$ cat src/rtl/tmr_ctl_pkg.sv
`timescale 1ns/1ps
package tmr_ctl_pkg;

    typedef enum logic [2:0] {
        CMD_NONE   = 3'd0,
        CMD_RETRIG = 3'd1,
        CMD_STOP   = 3'd2,
        CMD_UPDATE = 3'd3,
        CMD_RDSYNC = 3'd4,
        CMD_DMAOS  = 3'd5
    } cmd_e;

    localparam logic [2:0] CMD_MAX = 3'd5;

    typedef enum logic [1:0] {
        ST_IDLE  = 2'd0,
        ST_SYNC  = 2'd1,
        ST_ARMED = 2'd2
    } sync_st_e;

    typedef enum logic {
        CNT_HALT = 1'b0,
        CNT_RUN  = 1'b1
    } run_st_e;

    typedef struct packed {
        logic [2:0] cmd;
        logic       oneshot;
        logic       lock;
        logic       dir;
    } ctl_t;

    // Combine one pending set/clear pair with the current control value.
    function automatic ctl_t ctl_merge(ctl_t cur, logic [7:0] s, logic [7:0] c);
        ctl_t r;
        r         = cur;
        r.dir     = (cur.dir     | s[0]) & ~c[0];
        r.lock    = (cur.lock    | s[1]) & ~c[1];
        r.oneshot = (cur.oneshot | s[2]) & ~c[2];
        if (c[7:5] != 3'd0) begin
            r.cmd = 3'd0;
        end else if (s[7:5] != 3'd0) begin
            r.cmd = (s[7:5] <= CMD_MAX) ? s[7:5] : 3'd0;
        end
        return r;
    endfunction

endpackage

$ cat src/rtl/tmr_ctl_regs.sv
`timescale 1ns/1ps
module tmr_ctl_regs
    import tmr_ctl_pkg::*;
#(
    parameter int SYNC_LAT = 2
) (
    input  logic       clk,
    input  logic       rst_n,
    input  logic       tick,
    input  logic       set_wr,
    input  logic [7:0] set_data,
    input  logic       clr_wr,
    input  logic [7:0] clr_data,
    output ctl_t       ctl,
    output logic       busy,
    output logic       exec_vld,
    output logic [2:0] exec_cmd
);

    localparam int CW = $clog2(SYNC_LAT) + 1;

    sync_st_e       state;
    sync_st_e       state_nx;
    logic [CW-1:0]  sync_cnt;
    logic [7:0]     pend_set;
    logic [7:0]     pend_clr;
    ctl_t           merged;
    logic           accept;
    logic           land;
    logic           unused_idx_bits;

    assign unused_idx_bits = ^{pend_set[4:3], pend_clr[4:3]};

    assign accept = (state == ST_IDLE) && (set_wr || clr_wr);
    assign land   = (state == ST_SYNC) && (sync_cnt == '0);
    assign merged = ctl_merge(ctl, pend_set, pend_clr);

    // state register
    always_ff @(posedge clk or negedge rst_n) begin
        if (!rst_n) state <= ST_IDLE;
        else        state <= state_nx;
    end

    // next state
    always_comb begin
        state_nx = state;
        unique case (state)
            ST_IDLE:  if (accept) state_nx = ST_SYNC;
            ST_SYNC:  if (land)   state_nx = (merged.cmd != 3'd0) ? ST_ARMED : ST_IDLE;
            ST_ARMED: if (tick)   state_nx = ST_IDLE;
            default:              state_nx = ST_IDLE;
        endcase
    end

    // data held across the synchronizer
    always_ff @(posedge clk or negedge rst_n) begin
        if (!rst_n) begin
            sync_cnt <= '0;
            pend_set <= '0;
            pend_clr <= '0;
            ctl      <= '0;
        end else begin
            if (accept) begin
                pend_set <= set_wr ? set_data : 8'h00;
                pend_clr <= clr_wr ? clr_data : 8'h00;
                sync_cnt <= CW'(SYNC_LAT - 1);
            end else if (state == ST_SYNC && !land) begin
                sync_cnt <= sync_cnt - 1'b1;
            end
            if (land) begin
                ctl <= merged;
            end else if (exec_vld) begin
                ctl.cmd <= 3'd0;
            end
        end
    end

    // outputs
    always_comb begin
        busy     = (state == ST_SYNC);
        exec_vld = (state == ST_ARMED) && tick;
        exec_cmd = ctl.cmd;
    end

    // busy only ever rises after an accepted strobe
    a_r2_busy_after_write: assert property (@(posedge clk) disable iff (!rst_n)
        $rose(busy) |-> $past(set_wr || clr_wr));

    // no strobe alters the control value before the write lands
    a_r4_ctl_frozen: assert property (@(posedge clk) disable iff (!rst_n)
        (state == ST_SYNC && sync_cnt != '0) |=> $stable(ctl));

    // a run command reads back as zero afterwards
    a_r5_cmd_cleared: assert property (@(posedge clk) disable iff (!rst_n)
        exec_vld |=> (ctl.cmd == 3'd0));

    // reserved codes never reach the command field
    a_r5_cmd_legal: assert property (@(posedge clk) disable iff (!rst_n)
        ctl.cmd <= CMD_MAX);

endmodule

$ cat src/rtl/tmr_ctl_buf.sv
`timescale 1ns/1ps
module tmr_ctl_buf #(
    parameter int W   = 8,
    parameter int NCH = 2
) (
    input  logic                    clk,
    input  logic                    rst_n,
    input  logic [NCH-1:0]          buf_wr,
    input  logic [NCH-1:0][W-1:0]   buf_d,
    input  logic                    hw_upd,
    input  logic                    force_upd,
    input  logic                    lock,
    output logic [NCH-1:0][W-1:0]   act
);

    logic [W-1:0] buf_q [NCH];
    logic [W-1:0] act_q [NCH];
    logic         copy_en;

    assign copy_en = force_upd || (hw_upd && !lock);

    for (genvar i = 0; i < NCH; i++) begin : g_ch
        always_ff @(posedge clk or negedge rst_n) begin
            if (!rst_n) begin
                buf_q[i] <= '0;
                act_q[i] <= '0;
            end else begin
                if (buf_wr[i]) buf_q[i] <= buf_d[i];
                if (copy_en)   act_q[i] <= buf_q[i];
            end
        end
        assign act[i] = act_q[i];
    end

    // a locked hardware update leaves the active period alone
    a_r10_lock_holds: assert property (@(posedge clk) disable iff (!rst_n)
        (hw_upd && lock && !force_upd) |=> $stable(act[0]));

    // forced update always copies the buffer
    a_r11_force_copies: assert property (@(posedge clk) disable iff (!rst_n)
        force_upd |=> (act[0] == $past(buf_q[0])));

endmodule

$ cat src/rtl/tmr_ctl_count.sv
`timescale 1ns/1ps
module tmr_ctl_count
    import tmr_ctl_pkg::*;
#(
    parameter int W = 8
) (
    input  logic         clk,
    input  logic         rst_n,
    input  logic         tick,
    input  logic         dir,
    input  logic         oneshot,
    input  logic         exec_vld,
    input  logic [2:0]   exec_cmd,
    input  logic [W-1:0] per_act,
    output logic [W-1:0] count,
    output logic         running,
    output logic         hw_upd,
    output logic         force_upd,
    output logic         wrap_evt,
    output logic [W-1:0] snap,
    output logic         snap_vld,
    output logic         dma_pulse
);

    run_st_e      st;
    run_st_e      st_nx;
    logic [W-1:0] cnt_nx;
    logic         do_retrig;
    logic         do_stop;
    logic         at_end;
    logic         wrap_now;

    assign do_retrig = exec_vld && (exec_cmd == CMD_RETRIG);
    assign do_stop   = exec_vld && (exec_cmd == CMD_STOP);
    assign at_end    = dir ? (count == '0) : (count >= per_act);
    assign wrap_now  = tick && (st == CNT_RUN) && !do_retrig && !do_stop && at_end;

    // state register
    always_ff @(posedge clk or negedge rst_n) begin
        if (!rst_n) st <= CNT_HALT;
        else        st <= st_nx;
    end

    // next state and next count
    always_comb begin
        st_nx  = st;
        cnt_nx = count;
        if (do_retrig) begin
            st_nx  = CNT_RUN;
            cnt_nx = dir ? per_act : '0;
        end else if (do_stop) begin
            st_nx  = CNT_HALT;
        end else begin
            unique case (st)
                CNT_RUN: begin
                    if (tick) begin
                        if (at_end) begin
                            cnt_nx = dir ? per_act : '0;
                            if (oneshot) st_nx = CNT_HALT;
                        end else begin
                            cnt_nx = dir ? (count - 1'b1) : (count + 1'b1);
                        end
                    end
                end
                CNT_HALT: st_nx = CNT_HALT;
                default:  st_nx = CNT_HALT;
            endcase
        end
    end

    // registered outputs
    always_ff @(posedge clk or negedge rst_n) begin
        if (!rst_n) begin
            count     <= '0;
            wrap_evt  <= 1'b0;
            snap      <= '0;
            snap_vld  <= 1'b0;
            dma_pulse <= 1'b0;
        end else begin
            count     <= cnt_nx;
            wrap_evt  <= wrap_now;
            snap_vld  <= exec_vld && (exec_cmd == CMD_RDSYNC);
            dma_pulse <= exec_vld && (exec_cmd == CMD_DMAOS);
            if (exec_vld && (exec_cmd == CMD_RDSYNC)) snap <= count;
        end
    end

    always_comb begin
        running   = (st == CNT_RUN);
        hw_upd    = wrap_now;
        force_upd = exec_vld && (exec_cmd == CMD_UPDATE);
    end

    // a one-shot wrap leaves the counter halted
    a_r9_oneshot_halt: assert property (@(posedge clk) disable iff (!rst_n)
        (wrap_now && oneshot) |=> !running);

    // a halted counter holds its value unless a command runs
    a_r7_halt_freeze: assert property (@(posedge clk) disable iff (!rst_n)
        (st == CNT_HALT && !exec_vld) |=> $stable(count));

    // the trigger pulse lasts a single cycle
    a_r12_dma_single: assert property (@(posedge clk) disable iff (!rst_n)
        dma_pulse |=> !dma_pulse);

endmodule

$ cat src/rtl/tmr_ctl_unit.sv
`timescale 1ns/1ps
module tmr_ctl_unit
    import tmr_ctl_pkg::*;
#(
    parameter int CNT_W    = 8,
    parameter int SYNC_LAT = 2
) (
    input  logic             clk,
    input  logic             rst_n,
    input  logic             cnt_tick,
    input  logic             ctl_set_wr,
    input  logic [7:0]       ctl_set_data,
    input  logic             ctl_clr_wr,
    input  logic [7:0]       ctl_clr_data,
    output logic [7:0]       ctl_rdata,
    output logic             sync_busy,
    input  logic             per_buf_wr,
    input  logic [CNT_W-1:0] per_buf_data,
    input  logic             cmp_buf_wr,
    input  logic [CNT_W-1:0] cmp_buf_data,
    output logic [CNT_W-1:0] per_active,
    output logic [CNT_W-1:0] cmp_active,
    output logic [CNT_W-1:0] count,
    output logic             running,
    output logic             wrap_evt,
    output logic [CNT_W-1:0] snap_count,
    output logic             snap_vld,
    output logic             dma_trig
);

    localparam int NCH = 2;

    ctl_t                       ctl;
    logic                       exec_vld;
    logic [2:0]                 exec_cmd;
    logic                       hw_upd;
    logic                       force_upd;
    logic [NCH-1:0]             buf_wr;
    logic [NCH-1:0][CNT_W-1:0]  buf_d;
    logic [NCH-1:0][CNT_W-1:0]  act;

    tmr_ctl_regs #(.SYNC_LAT(SYNC_LAT)) u_regs (
        .clk      (clk),
        .rst_n    (rst_n),
        .tick     (cnt_tick),
        .set_wr   (ctl_set_wr),
        .set_data (ctl_set_data),
        .clr_wr   (ctl_clr_wr),
        .clr_data (ctl_clr_data),
        .ctl      (ctl),
        .busy     (sync_busy),
        .exec_vld (exec_vld),
        .exec_cmd (exec_cmd)
    );

    tmr_ctl_count #(.W(CNT_W)) u_count (
        .clk       (clk),
        .rst_n     (rst_n),
        .tick      (cnt_tick),
        .dir       (ctl.dir),
        .oneshot   (ctl.oneshot),
        .exec_vld  (exec_vld),
        .exec_cmd  (exec_cmd),
        .per_act   (act[0]),
        .count     (count),
        .running   (running),
        .hw_upd    (hw_upd),
        .force_upd (force_upd),
        .wrap_evt  (wrap_evt),
        .snap      (snap_count),
        .snap_vld  (snap_vld),
        .dma_pulse (dma_trig)
    );

    assign buf_wr = {cmp_buf_wr, per_buf_wr};
    assign buf_d  = {cmp_buf_data, per_buf_data};

    tmr_ctl_buf #(.W(CNT_W), .NCH(NCH)) u_buf (
        .clk       (clk),
        .rst_n     (rst_n),
        .buf_wr    (buf_wr),
        .buf_d     (buf_d),
        .hw_upd    (hw_upd),
        .force_upd (force_upd),
        .lock      (ctl.lock),
        .act       (act)
    );

    assign per_active = act[0];
    assign cmp_active = act[1];
    // index bits are not stored and read as zero
    assign ctl_rdata  = {ctl.cmd, 2'b00, ctl.oneshot, ctl.lock, ctl.dir};

endmodule

$ cat config.mk
export PLATFORM = sky130hd
export DESIGN_NAME = tmr_ctl_unit
export DESIGN_NICKNAME = d
export VERILOG_FILES = /design/src/rtl/tmr_ctl_pkg.sv /design/src/rtl/tmr_ctl_regs.sv /design/src/rtl/tmr_ctl_buf.sv /design/src/rtl/tmr_ctl_count.sv /design/src/rtl/tmr_ctl_unit.sv
export SDC_FILE = /design/constraint.sdc
export NUM_CORES = 1
export LEC_CHECK = 0
export ABC_CLOCK_PERIOD_IN_PS = 2600
export BUFFER_PORTS_ARGS = -buffer_cell sky130_fd_sc_hd__buf_4
export CORE_MARGIN = 5
export CORE_UTILIZATION = 49
export DETAILED_ROUTE_END_ITERATION = 8
export HOLD_SLACK_MARGIN = 0.12
export PLACE_DENSITY = 0.76
export RECOVER_POWER = 50
export SYNTH_ARGS = -nofsm -noshare
export SYNTH_HDL_FRONTEND = slang
export SYNTH_HIERARCHICAL = 1
export SYNTH_SLANG_ARGS = --single-unit
$ cat constraint.sdc
create_clock -name clk -period 2.6 [get_ports clk]
set_input_delay 0.13 -clock clk [delete_from_list [all_inputs] [get_ports clk]]
set_output_delay 0.13 -clock clk [all_outputs]
set_load 0.05 [all_outputs]
# Word level (Yosys, flattened, before mapping)
# Index checks and enable logic that the tools add are counted.
op_classes:
  n_addsub: 3
  magnitude_cmp: 2
  eq_ne: 11
  muxes: 28
  n_bitwise: 10
  n_reduce_logical: 32
op_table:
  columns: ["operator", "count"]
  rows:
  - ["$mux 8", 9]
  - ["$mux 3", 5]
  - ["$logic_and 1x1->1", 14]
  - ["$mux 2", 6]
  - ["$reduce_bool 3->1", 3]
  - ["$add 8x1->8 const B", 1]
  - ["$ge 8x8->1", 1]
  - ["$logic_not 8->1", 1]
  - ["$reduce_bool 2->1", 4]
  - ["$sub 8x1->8 const B", 1]
  - ["$eq 3x2->1 const B", 2]
  - ["$eq 3x3->1 const B", 2]
  - ["$mux 1", 6]
  - ["$ne 2x1->1 const B", 3]
  - ["$pmux 2 s3", 1]
  - ["$reduce_and 3->1", 2]
  - ["$logic_not 1->1", 4]
  - ["$logic_not 2->1", 2]
  - ["$not 1->1", 4]
  - ["$and 1x1->1", 3]
  - ["$eq 3x1->1 const B", 1]
  - ["$le 3x3->1 const B", 1]
  - ["$or 1x1->1", 3]
  - ["$eq 2x1->1 const B", 1]
  - ["5 further kinds", 6]
word_totals:
  reg_bits: 78
  input_bits: 39
  output_inout_bits: 45
  elab_cells: 104

# Logic depth before layout (Yosys ltp)
# Gate-level depths: netlist (run 1).
depth:
  depth_word: 9
  depth_mapped: 10
  mapped_depth_nobuf: 9

# Modules after synthesis
# The synthesis (run 1) kept the hierarchy.
modules_own_cells:
  columns: ["mod", "n_inst", "cells_per_inst", "area_each_um2", "seq_area_each_um2"]
  rows:
  - ["tmr_ctl_count", 1, 150, 1485.2, 500.5]
  - ["tmr_ctl_buf", 1, 69, 1248.7, 800.8]
  - ["tmr_ctl_regs", 1, 87, 1019.7, 550.5]
  - ["tmr_ctl_unit", 1, 3, 18.8, 0.0]

# Worst setup path after synthesis (run 1)
# Ideal clock, no wire load.
synth_timing:
  path_kind: "register -> register"
  startpoint: "register u_count.count[0]"
  endpoint: "register u_buf.act_q, in the netlist u_buf/act[0]"
  setup_ns: 0.125
  arrival_time_ns: 2.846
  required_time_ns: 2.475
  setup_slack_ns: -0.371
  path_stages_with_launch: 11
  n_path_buf: 1
  synth_period_minus_slack_ns: 2.971
  path_cell_list: "dfrtp_1 -> inv_1 -> ha_1 -> nand2b_1 -> a21o_1 -> a2111oi_4 -> o311a_4 -> a2111oi_2 -> a21oi_4 -> buf_12 -> mux2_4"
synth_between:
  elab_chain_len: 5
  word_cells_on_any_way: 6
  classes_between: "order compare (1); mux (1); reduce/logical (4)"
synth_lines:
  columns: ["element", "line_no", "source"]
  rows:
  - ["start: declaration", "tmr_ctl_count.sv:15", "output logic [W-1:0] count,"]
  - ["start signal: assignment", "tmr_ctl_count.sv:80", "count <= cnt_nx;"]
  - ["$ge 8x8->1 / $logic_not 8->1 (equally long branches)", "tmr_ctl_count.sv:35", "assign at_end = dir ? (count == '0) : (count >= per_act);"]
  - ["$mux 1 *", "tmr_ctl_count.sv:35", null]
  - ["$logic_and 1x1->1 *", "tmr_ctl_count.sv:36", "assign wrap_now = tick && (st == CNT_RUN) && !do_retrig && !do_stop && at_end;"]
  - ["named net hw_upd", "tmr_ctl_unit.sv:36", "logic hw_upd;"]
  - ["$logic_and 1x1->1 *", "tmr_ctl_buf.sv:20", "assign copy_en = force_upd || (hw_upd && !lock);"]
  - ["$logic_or 1x1->1 *", "tmr_ctl_buf.sv:20", null]
  - ["end signal: indexed assignment", "tmr_ctl_buf.sv:29", "if (copy_en) act_q[i] <= buf_q[i];"]
  - ["end: declaration", "tmr_ctl_buf.sv:17", "logic [W-1:0] act_q [NCH];"]
# The timed path passes the listed nets; every way through them passes the cells marked *.
# A chain may end at the register's enable or synchronous reset.

# Final worst setup path (run 1)
layout_timing:
  startpoint: "register u_buf.act_q, in the netlist u_buf/act[0]"
  endpoint: "register u_buf.act_q, in the netlist u_buf/act[11]"
layout_between:
  elab_chain_len: 5
layout_lines:
  columns: ["element", "line_no"]
  rows:
  - ["$ge 8x8->1", "tmr_ctl_count.sv:35"]
  - ["$mux 1", "tmr_ctl_count.sv:35"]
  - ["$logic_and 1x1->1", "tmr_ctl_count.sv:36"]
  - ["named net hw_upd", "tmr_ctl_unit.sv:36"]
  - ["$logic_and 1x1->1", "tmr_ctl_buf.sv:20"]
  - ["$logic_or 1x1->1", "tmr_ctl_buf.sv:20"]
# The timed path passes the listed nets, and every way through them passes these cells.

==> results of run 1 <==
## metrics by stage
stage | hold WS (ns) | setup TNS (ns) | setup slack (ns)
2_1_floorplan | -0.166 | -0.731 | -0.0741
3_3_place_gp | 0.321 | 0 | 0.106
3_5_place_dp | 0.321 | 0 | 0.0392
4_1_cts | 0.134 | 0 | 0.0337
5_1_grt | 0.153 | 0 | 0.0526
6_report | 0.147 | 0 | 0.135
## cells in the final DEF, fill, tap and decap left out, types with 3 or more instances in the layout
| cell type | synthesis | routed |
|---|---|---|
| nand2_1 | 10 | 10 |
| a22o_1 | 14 | 14 |
| mux2_2 | 23 | 23 |
| dfrtp_2 | 0 | 4 |
| dlygate4sd3_1 | 0 | 46 |
| mux2_4 | 10 | 10 |
| clkbuf_1 | 3 | 34 |
| xnor2_1 | 5 | 5 |
| dfrtp_1 | 74 | 70 |
| o211ai_1 | 11 | 11 |
| o2111ai_1 | 5 | 5 |
| clkbuf_8 | 0 | 9 |
| inv_2 | 2 | 3 |
| nor2_1 | 16 | 16 |
| nor2b_1 | 5 | 5 |
| inv_1 | 18 | 17 |
| buf_4 | 5 | 54 |
| ha_1 | 15 | 15 |
| inv_6 | 0 | 3 |
| mux2_1 | 8 | 8 |
| a21oi_1 | 18 | 18 |
| a31oi_1 | 4 | 4 |
## state kept, by name (all words and copies together) (netlist names)
name and cells:
u_regs/state 2, u_buf/buf_q 16, u_count/dma_pulse 1, u_count/running 1, u_count/snap 8, u_count/count 8, u_count/wrap_evt 1, u_regs/pend_set 6
u_buf/act 16, u_regs/sync_cnt 2, u_regs/pend_clr 6, u_regs/exec_cmd 3, u_regs/ctl 3, u_count/snap_vld 1
## where the power goes
group	internal (mW)	switching [mW]
Combinational	1.52	2.32
Sequential	1.57	0.411
Clock	0.454	0.450
Total	3.54	3.18
## worst paths after layout
path,from,end,slack (ns),cells past startpoint
setup / recovery,u_buf/act[0]$_DFFE_PN0P_,u_buf/act[11]$_DFFE_PN0P_,0.13,9
setup reg to reg,u_buf/act[0]$_DFFE_PN0P_,u_buf/act[11]$_DFFE_PN0P_,0.13,9
max in group asynchronous,rst_n,u_count/count[0]$_DFFE_PN0P_,0.63,2
min in group asynchronous,rst_n,u_count/snap[6]$_DFFE_PN0P_,0.79,2
hold / removal,ctl_set_wr,u_regs/state[0]$_DFFE_PN0P_,0.15,3
hold reg to reg,u_regs/pend_clr[0]$_DFFE_PN0P_,u_regs/ctl[0]$_DFFE_PN0P_,0.46,1
## logic make-up (layout without fill, tap and decap cells)
logic type / Yosys count / after routing / synth area share
other cells: 1 / 2 / 0.000994
flops: 74 / 74 / 0.491
buf+inv: 37 / 171 / 0.0517
simple gates: 55 / 55 / 0.0803
xor+xnor: 6 / 6 / 0.0139
mux: 42 / 42 / 0.135
fa+ha+maj: 16 / 16 / 0.0551
compound gates: 78 / 78 / 0.172
## worst max-delay path, delay by kind of cell (launching register included)
kind / cells / cell delay (ns)
compound gates: 5 / 0.94
mux: 1 / 0.35
buf+inv: 1 / 0.18
flops: 1 / 0.43
fa+ha+maj: 1 / 0.29
simple gates: 1 / 0.15
## Yosys cell counts (3+ instances only)
| master | n |
|---|---|
| a21oi_1 | 18 |
| mux2_2 | 23 |
| ha_1 | 15 |
| o211ai_1 | 11 |
| o2111ai_1 | 5 |
| nand2_1 | 10 |
| mux2_1 | 8 |
| mux2_4 | 10 |
| buf_4 | 5 |
| dfrtp_1 | 74 |
| buf_2 | 5 |
| a31oi_1 | 4 |
| clkbuf_1 | 3 |
| nor2b_1 | 5 |
| a22o_1 | 14 |
| inv_1 | 18 |
| xnor2_1 | 5 |
| nor2_1 | 16 |
## metal layers
metal	share of wire	track usage	vias up
li1	-	-	1383
met1	0.42	0.250	1436
met2	0.50	0.333	97
met3	0.062	0.0514	18
met4	0.016	0.0767	0
met5	0	0	-
## timing repair
action,4_1_cts,5_1_grt
endpoints found under the hold margin,103,0
buffers inserted,0,1
setup endpoints to repair,0,6
hold buffers,46,0
## final cells by class
type / count / area, µm²
fill: 621 / 2590
sequential: 74 / 1860
multi-input combinational: 199 / 1740
timing repair buffer: 135 / 1010
clock buffer: 10 / 128
tap: 102 / 128
inverter: 20 / 75.1
clock inverter: 6 / 71.3
==> qor.yml, run 1 <==
ys_ff_latch: 74
slew_violations: 75
setup_viol: 0
root_buffer: "clkbuf_8"
cp.arrival_ns: 2.70
yosysUniqueCellTypes: 63
vias: 2934
end_kind: "flip-flop"
leakage_nw: 2.29
yosysWarnings: 6
start_util: 0.496
cp_slowest_cell: "dfrtp_2"
wl_per_cell_um: 16.5
min_period_ns: 2.47
cp.required_ns: 2.83
placed_cells: 483
pin_count: 84
rows: 32
synth_ff_type: "dfrtp_1"
finalHoldViolations: 0
nets: 494
cap_violations: 1
worstPathMaxFanout: 16
synth_edf_count: 0
dpl_cell_area_um2: 4470
cts_made_buffers: 9
ctsHtreeMaxLevel: 3
skew_ns: 0.0155
p_per_area_nw_per_um2: 1340
gr-total-overflow: 0
status: "finished with violations"
synthCells: 309
timing.critical_path.mode_cell: "a2111oi_4"
via_per_inst: 5.37
drive_above_1_share: 0.288
cts.clk_slew.worst_paths_ns: 0.08
dp.final_hpwl_um: 6090
seq_area_frac_synth: 0.491
routed_wirelength_um: 9020
slew-limit-headroom: -0.193
rsz0062_at_grt: "no"
synth_area_leaders: "dfrtp_1, mux2_2, ha_1, mux2_4, a22o_1"
async_flop_share: 1.00
yosys.area.top_type: "dfrtp_1"
grt_usage: 0.200
fin_area_um2: 5010
grt_pass1_vias: 3146
netlist_area_um2: 3770
antenna_found_initial: 0
die_h_um: 97.7
tritoncts: "done"
drc: 0
die_area_um2: 9550
hold_path_class: "in2reg"
netlist.area_leader.share: 0.491
layout.cells.non_filler: 546
max_freq_ghz: 0.406
die_w_um: 97.7
fp.coreArea_um2: 7610
grt_pass1_wl_um: 15400
globalplace.congestion: 0.819
antenna-diode-count: 0
cp_cell_sequence: "ha_1, nand2b_1, a21o_1, a2111oi_4, o311a_4, a2111oi_4, a21oi_4, buf_12, mux2_2"
ant_nets: 0
tightest_slew_ns: 1.79
cts_sinks: 74
max_stage_delay_ns: 0.43
failed_checks: "max-capacitance violations, max-slew violations"
fin_crit_sh: 0.948
port_buffers: 77
crit_type: "reg2reg"
cts_buffer_depth: 2
drt-initial-drc-count: 162
area_growth_pct: 32.9
utilization: 0.659
cts_resized: 0
drtPass1Iterations: 4
grt_max_degree: 75
clk_latency_ns: 0.35
avgSynthCellArea_um2: 12.2
total_power_mw: 6.72
peakVddDrop_uv: 678
cp-start-kind: "flip-flop"
No activity file was read; power rests on OpenSTA's default activity.
==> run 2: changes to the inputs <==
--- a/config.mk
+++ b/config.mk
@@ -11,4 +11,5 @@
 export CORE_UTILIZATION = 49
 export DETAILED_ROUTE_END_ITERATION = 8
+export GPL_TIMING_DRIVEN = 0
 export HOLD_SLACK_MARGIN = 0.12
 export PLACE_DENSITY = 0.76
==> constraint.sdc (replaced) <==
create_clock -name clk -period 2.6 [get_ports clk]
set_input_delay 0.13 -clock clk [delete_from_list [all_inputs] [get_ports clk]]
set_output_delay 0.13 -clock clk [all_outputs]
set_load 0.02 [all_outputs]
==> run 2 against run 1 <==
The flow finishes with violations (max-capacitance violations, max-slew violations, negative setup slack). Utilization is 0.79 points higher. Clock-buffer cell count is 1 lower. First-iteration DRC count is 1.9% higher. Final area is 1.2% higher. Worst setup slack worse by 0.14 ns. Global-route usage is 0.89 points lower. Clock skew is 0.010 ns lower. Die area stayed put. Register-to-register slack worse by 0.14 ns. Highest routed layer unchanged.
==> qor.yml, run 2 (same netlist as run 1, synthesis figures left out) <==
cp.arrival_ns: 2.83
skew_ns: 0.00543
fin_crit_sh: 1.00
cts_sinks: 74
utilization: 0.667
slew_violations: 75
cp.required_ns: 2.83
clk_latency_ns: 0.34
cp-start-kind: "flip-flop"
cap_violations: 1
rows: 32
via_per_inst: 5.41
cts_buffer_depth: 2
final_common_cell: "dfrtp_1"
finalHoldViolations: 0
min_period_ns: 2.60
slew-limit-headroom: -0.173
failed_checks: "max-capacitance violations, max-slew violations, negative setup slack"
routed_wirelength_um: 8960
peakVddDrop_uv: 639
start_util: 0.496
worstPathMaxFanout: 8
fillers: 624
placed_cells: 487
drive_above_1_share: 0.310
layout_setup_ws_ns: -0.00233
tritoncts: "done"
end_kind: "flip-flop"
antenna-diode-count: 0
layout.cells.non_filler: 553
setup_viol: 2
ctsHtreeMaxLevel: 3
cts_made_buffers: 9
fin_tns_setup_ns: -0.00286
grt_usage: 0.191
drt-initial-drc-count: 165
fp.coreArea_um2: 7610
root_buffer: "clkbuf_8"
drtPass1Iterations: 4
final_cell_mix: "dfrtp_1, clkbuf_1, buf_4"
grt_pass1_wl_um: 14800
pin_count: 84
die_w_um: 97.7
r2r_slack_ns: -0.002
max_freq_ghz: 0.384
status: "finished with violations"
tightest_slew_ns: 1.76
drc: 0
dp.final_hpwl_um: 5820
hold_path_class: "in2reg"
wl_per_cell_um: 16.2
nets: 501
grt_pass1_vias: 3095
die_h_um: 97.7
grt_max_degree: 75
vias: 2991
port_buffers: 75
leakage_nw: 2.33
area_growth_pct: 34.5
gr-total-overflow: 0
die_area_um2: 9550
globalplace.congestion: 0.890
cts.clk_slew.worst_paths_ns: 0.08
crit_type: "reg2reg"
p_per_area_nw_per_um2: 1280
ant_nets: 0
antenna_found_initial: 0
[run 2: where the power goes]
part,total (mW),switching [mW],internal (mW)
clock,1.07,0.437,0.637
sequential,2.00,0.437,1.57
combinational,3.40,1.77,1.62
[run 2: repair_timing]
item	CTS	global route
pin swaps	3	5
gates cloned	0	1
endpoints found under the setup margin	16	14
resized for setup	0	7
hold buffers	30	0
setup buffers	8	11
endpoints found under the hold margin	104	0
[run 2: per-layer routing]
layer	GRT usage	vias to the layer above	share of wire
li1	-	1409	-
met1	0.239	1445	0.43
met2	0.315	113	0.48
met3	0.0593	24	0.066
met4	0.0650	0	0.024
met5	0	-	0
[run 2: layout make-up]
cell class	instances	area (µm²)	share of cell area
Sequential cell	74	1860	0.366
Multi-Input combinational cell	199	1760	0.348
Timing Repair Buffer	125	898	0.177
Tap cell	102	128	0.0251
Clock buffer	9	124	0.0244
Clock inverter	7	116	0.0229
Buffer	17	111	0.0219
Inverter	20	77.6	0.0153
[run 2: worst paths after layout]
path | from | to | cells past startpoint
hold / removal | ctl_set_wr | u_regs/state[0]$_DFFE_PN0P_ | 3
min in group asynchronous | rst_n | u_count/snap[2]$_DFFE_PN0P_ | 2
max in group asynchronous | rst_n | u_count/count[0]$_DFFE_PN0P_ | 2
setup reg to reg | u_count/count[0]$_DFFE_PN0P_ | u_buf/act[0]$_DFFE_PN0P_ | 9
hold reg to reg | u_regs/pend_clr[1]$_DFFE_PN0P_ | u_regs/ctl[1]$_DFFE_PN0P_ | 1
setup / recovery | u_count/count[0]$_DFFE_PN0P_ | u_buf/act[0]$_DFFE_PN0P_ | 9
[run 2: metrics by stage]
step | power, mW | setup WS [ns] | hold WS, ns | cell area [µm²]
floorplan | 4.24 | 0.0173 | -0.166 | 3790
global placement | 5.10 | -0.118 | 0.316 | 4480
detailed placement | 5.21 | -0.189 | 0.319 | 4480
CTS | 6.47 | 0.00222 | 0.139 | 5080
global route | 6.92 | -0.0226 | 0.176 | 5070
finish | 6.47 | -0.00233 | 0.162 | 5070
[run 2: critical path: stages, from the launching register on]
cell and delay [ns]:
dfrtp_2 0.44, buf_4 0.16, or4_4 0.53, nor2_4 0.21, nor2_4 0.09, a2111oi_4 0.35, a21oi_4 0.11, buf_12 0.15
clkbuf_16 0.15, mux2_4 0.29
==> run 3: changes to the inputs <==
- CELL_PAD_IN_SITES_DETAIL_PLACEMENT: default -> 0
- CELL_PAD_IN_SITES_GLOBAL_PLACEMENT: default -> 1
- CORE_UTILIZATION: 49 -> 39
- GPL_ROUTABILITY_DRIVEN: default -> 0
- PLACE_DENSITY: 0.76 -> default
- PLACE_DENSITY_LB_ADDON: default -> 0.1
==> run 3 against run 2 <==
The run ends with max-capacitance violations, max-slew violations left. Final area down 1.3%. Total power down 4.7%. Register-to-register slack better by 0.03 ns. Clock-buffer cell count up 1. First-iteration DRC count down 29%. Worst setup slack better by 0.029 ns. Global-route usage down 3.3 points. Critical path depth up 1. Non-clock buffer count down 8. Wire length down 3.4%. Critical endpoint is now u_buf/act[4]$_DFFE_PN0P_.
==> qor.yml, run 3 (same netlist as run 1, synthesis figures left out) <==
status: "finished with violations"
failed_checks: "max-capacitance violations, max-slew violations"
fin_crit_sh: 0.990
rows: 35
wl_per_cell_um: 15.1
vias: 2856
utilization: 0.537
routed_wirelength_um: 8660
max_stage_delay_ns: 0.46
max_freq_ghz: 0.389
via_per_inst: 4.99
slew_violations: 75
rr_worst_depth: 10
clk_latency_ns: 0.34
grt_pass1_wl_um: 14600
worst-path-buf-inv: 2
drt-initial-drc-count: 117
p_per_area_nw_per_um2: 1230
final_common_cell: "dfrtp_1"
ant_nets: 0
area_growth_pct: 32.8
cp.required_ns: 2.83
ctsHtreeMaxLevel: 3
start_util: 0.404
r2r_slack_ns: 0.03
whs_ns: 0.158
hold_path_class: "in2reg"
die_h_um: 108
crit_start: "u_count/count[0]$_DFFE_PN0P_"
cp_cell_sequence: "inv_4, ha_4, nand2b_4, a21o_1, a2111oi_4, o311a_4, a2111oi_4, a21oi_4, clkbuf_16, mux2_4"
fp.coreArea_um2: 9330
dp.final_hpwl_um: 6130
die_w_um: 108
grt_pass1_vias: 2935
cts_sinks: 74
pin_count: 84
finalHoldViolations: 0
rsz0062_at_grt: "yes"
r2r-end: "u_buf/act[4]$_DFFE_PN0P_"
multiInputGateArea_um2: 1780
grt_usage: 0.158
cp_slowest_cell: "dfrtp_2"
seq_area_um2: 1850
path_depth: 10
tightest_slew_ns: 1.83
cts_buffer_depth: 2
cp.arrival_ns: 2.80
antenna_found_initial: 0
drc: 0
tritoncts: "done"
antenna-diode-count: 0
crit_type: "reg2reg"
port_buffers: 75
cts_made_buffers: 9
final_cell_mix: "dfrtp_1, clkbuf_1, buf_4"
cap_violations: 1
cts.clk_slew.worst_paths_ns: 0.08
timing.critical_path.mode_cell: "a2111oi_4"
min_period_ns: 2.57
root_buffer: "clkbuf_8"
die_area_um2: 11700
worstPathMaxFanout: 5
skew_ns: 0.0105
cp-start-kind: "flip-flop"
fillers: 868
slew-limit-headroom: -0.218
fin_tns_setup_ns: 0
gr-total-overflow: 0
leakage_nw: 2.30
worstReg2RegStart: "u_count/count[0]$_DFFE_PN0P_"
cp_top_family: "compound AO/OA/AOI/OAI gates"
peakVddDrop_uv: 469
setup_viol: 0
nets: 493
grt_max_degree: 75
drtPass1Iterations: 4
crit_end: "u_buf/act[4]$_DFFE_PN0P_"
drive_above_1_share: 0.291
end_kind: "flip-flop"
[run 3: cell types whose count changed in the layout (fill, tap and decap cells not counted), sizes merged]
| cell | previous run | this run |
|---|---|---|
| clkbuf | 71 | 73 |
| clkinv | 2 | 3 |
| bufinv | 3 | 1 |
| buf | 50 | 41 |
[run 3: cell type report]
type | instances | share of cell area
Clock buffer | 10 | 0.0255
Tap cell | 129 | 0.0322
Inverter | 20 | 0.0155
Clock inverter | 6 | 0.0130
Multi-Input combinational cell | 199 | 0.356
Sequential cell | 74 | 0.370
Buffer | 17 | 0.0225
Timing Repair Buffer | 117 | 0.166
[run 3: how the worst min path moves through the flow]
stage	from	cells past startpoint	endpoint
2_1_floorplan	rst_n	0	u_buf/act[0]$_DFFE_PN0P_
3_3_place_gp	rst_n	1	u_count/snap_vld$_DFF_PN0_
3_5_place_dp	rst_n	1	u_count/snap_vld$_DFF_PN0_
4_1_cts	ctl_set_wr	3	u_regs/state[0]$_DFFE_PN0P_
5_1_grt	ctl_set_wr	3	u_regs/state[0]$_DFFE_PN0P_
6_report	ctl_set_wr	3	u_regs/state[0]$_DFFE_PN0P_
[run 3: what timing repair did]
| item | in CTS | in global routing |
|---|---|---|
| hold buffers | 30 | 0 |
| setup buffers | 2 | 9 |
| endpoints found under the hold margin | 103 | 0 |
| setup endpoints to repair | 16 | 17 |
| gates resized for setup | 0 | 11 |
| cloned | 0 | 1 |
| pin swaps | 2 | 1 |
[run 3: per-stage QoR]
stage	power (mW)	std cells	worst slack, ns	instance area, µm²
2_1_floorplan	4.24	310	0.0173	3790
3_3_place_gp	5.18	514	-0.126	4510
3_5_place_dp	5.23	514	-0.163	4510
4_1_cts	6.22	562	0.0108	5030
5_1_grt	6.67	572	-0.0476	5010
6_report	6.17	572	0.0264	5010
[run 3: worst register-to-register path: stages, from the launching register on]
cell and delay [ns]:
dfrtp_2 0.46, inv_4 0.09, ha_4 0.20, nand2b_4 0.13, a21o_1 0.18, a2111oi_4 0.31, o311a_4 0.23, a2111oi_4 0.06
a21oi_4 0.31, clkbuf_16 0.22, mux2_4 0.29
[run 3: power breakdown]
part           total (mW)  switching [mW]  leakage (nW)  internal [mW]
sequential           2.01           0.445         0.915           1.56
clock               0.879           0.433        0.0966          0.445
combinational        3.28            1.69          1.29           1.59
[run 3: layer usage]
| layer | GRT usage | vias up | wire (µm) |
|---|---|---|---|
| met5 | 0 | - | 0 |
| met4 | 0.0505 | 0 | 109 |
| met3 | 0.0442 | 10 | 485 |
| met2 | 0.241 | 69 | 3970 |
| met1 | 0.218 | 1388 | 4090 |
| li1 | - | 1389 | - |
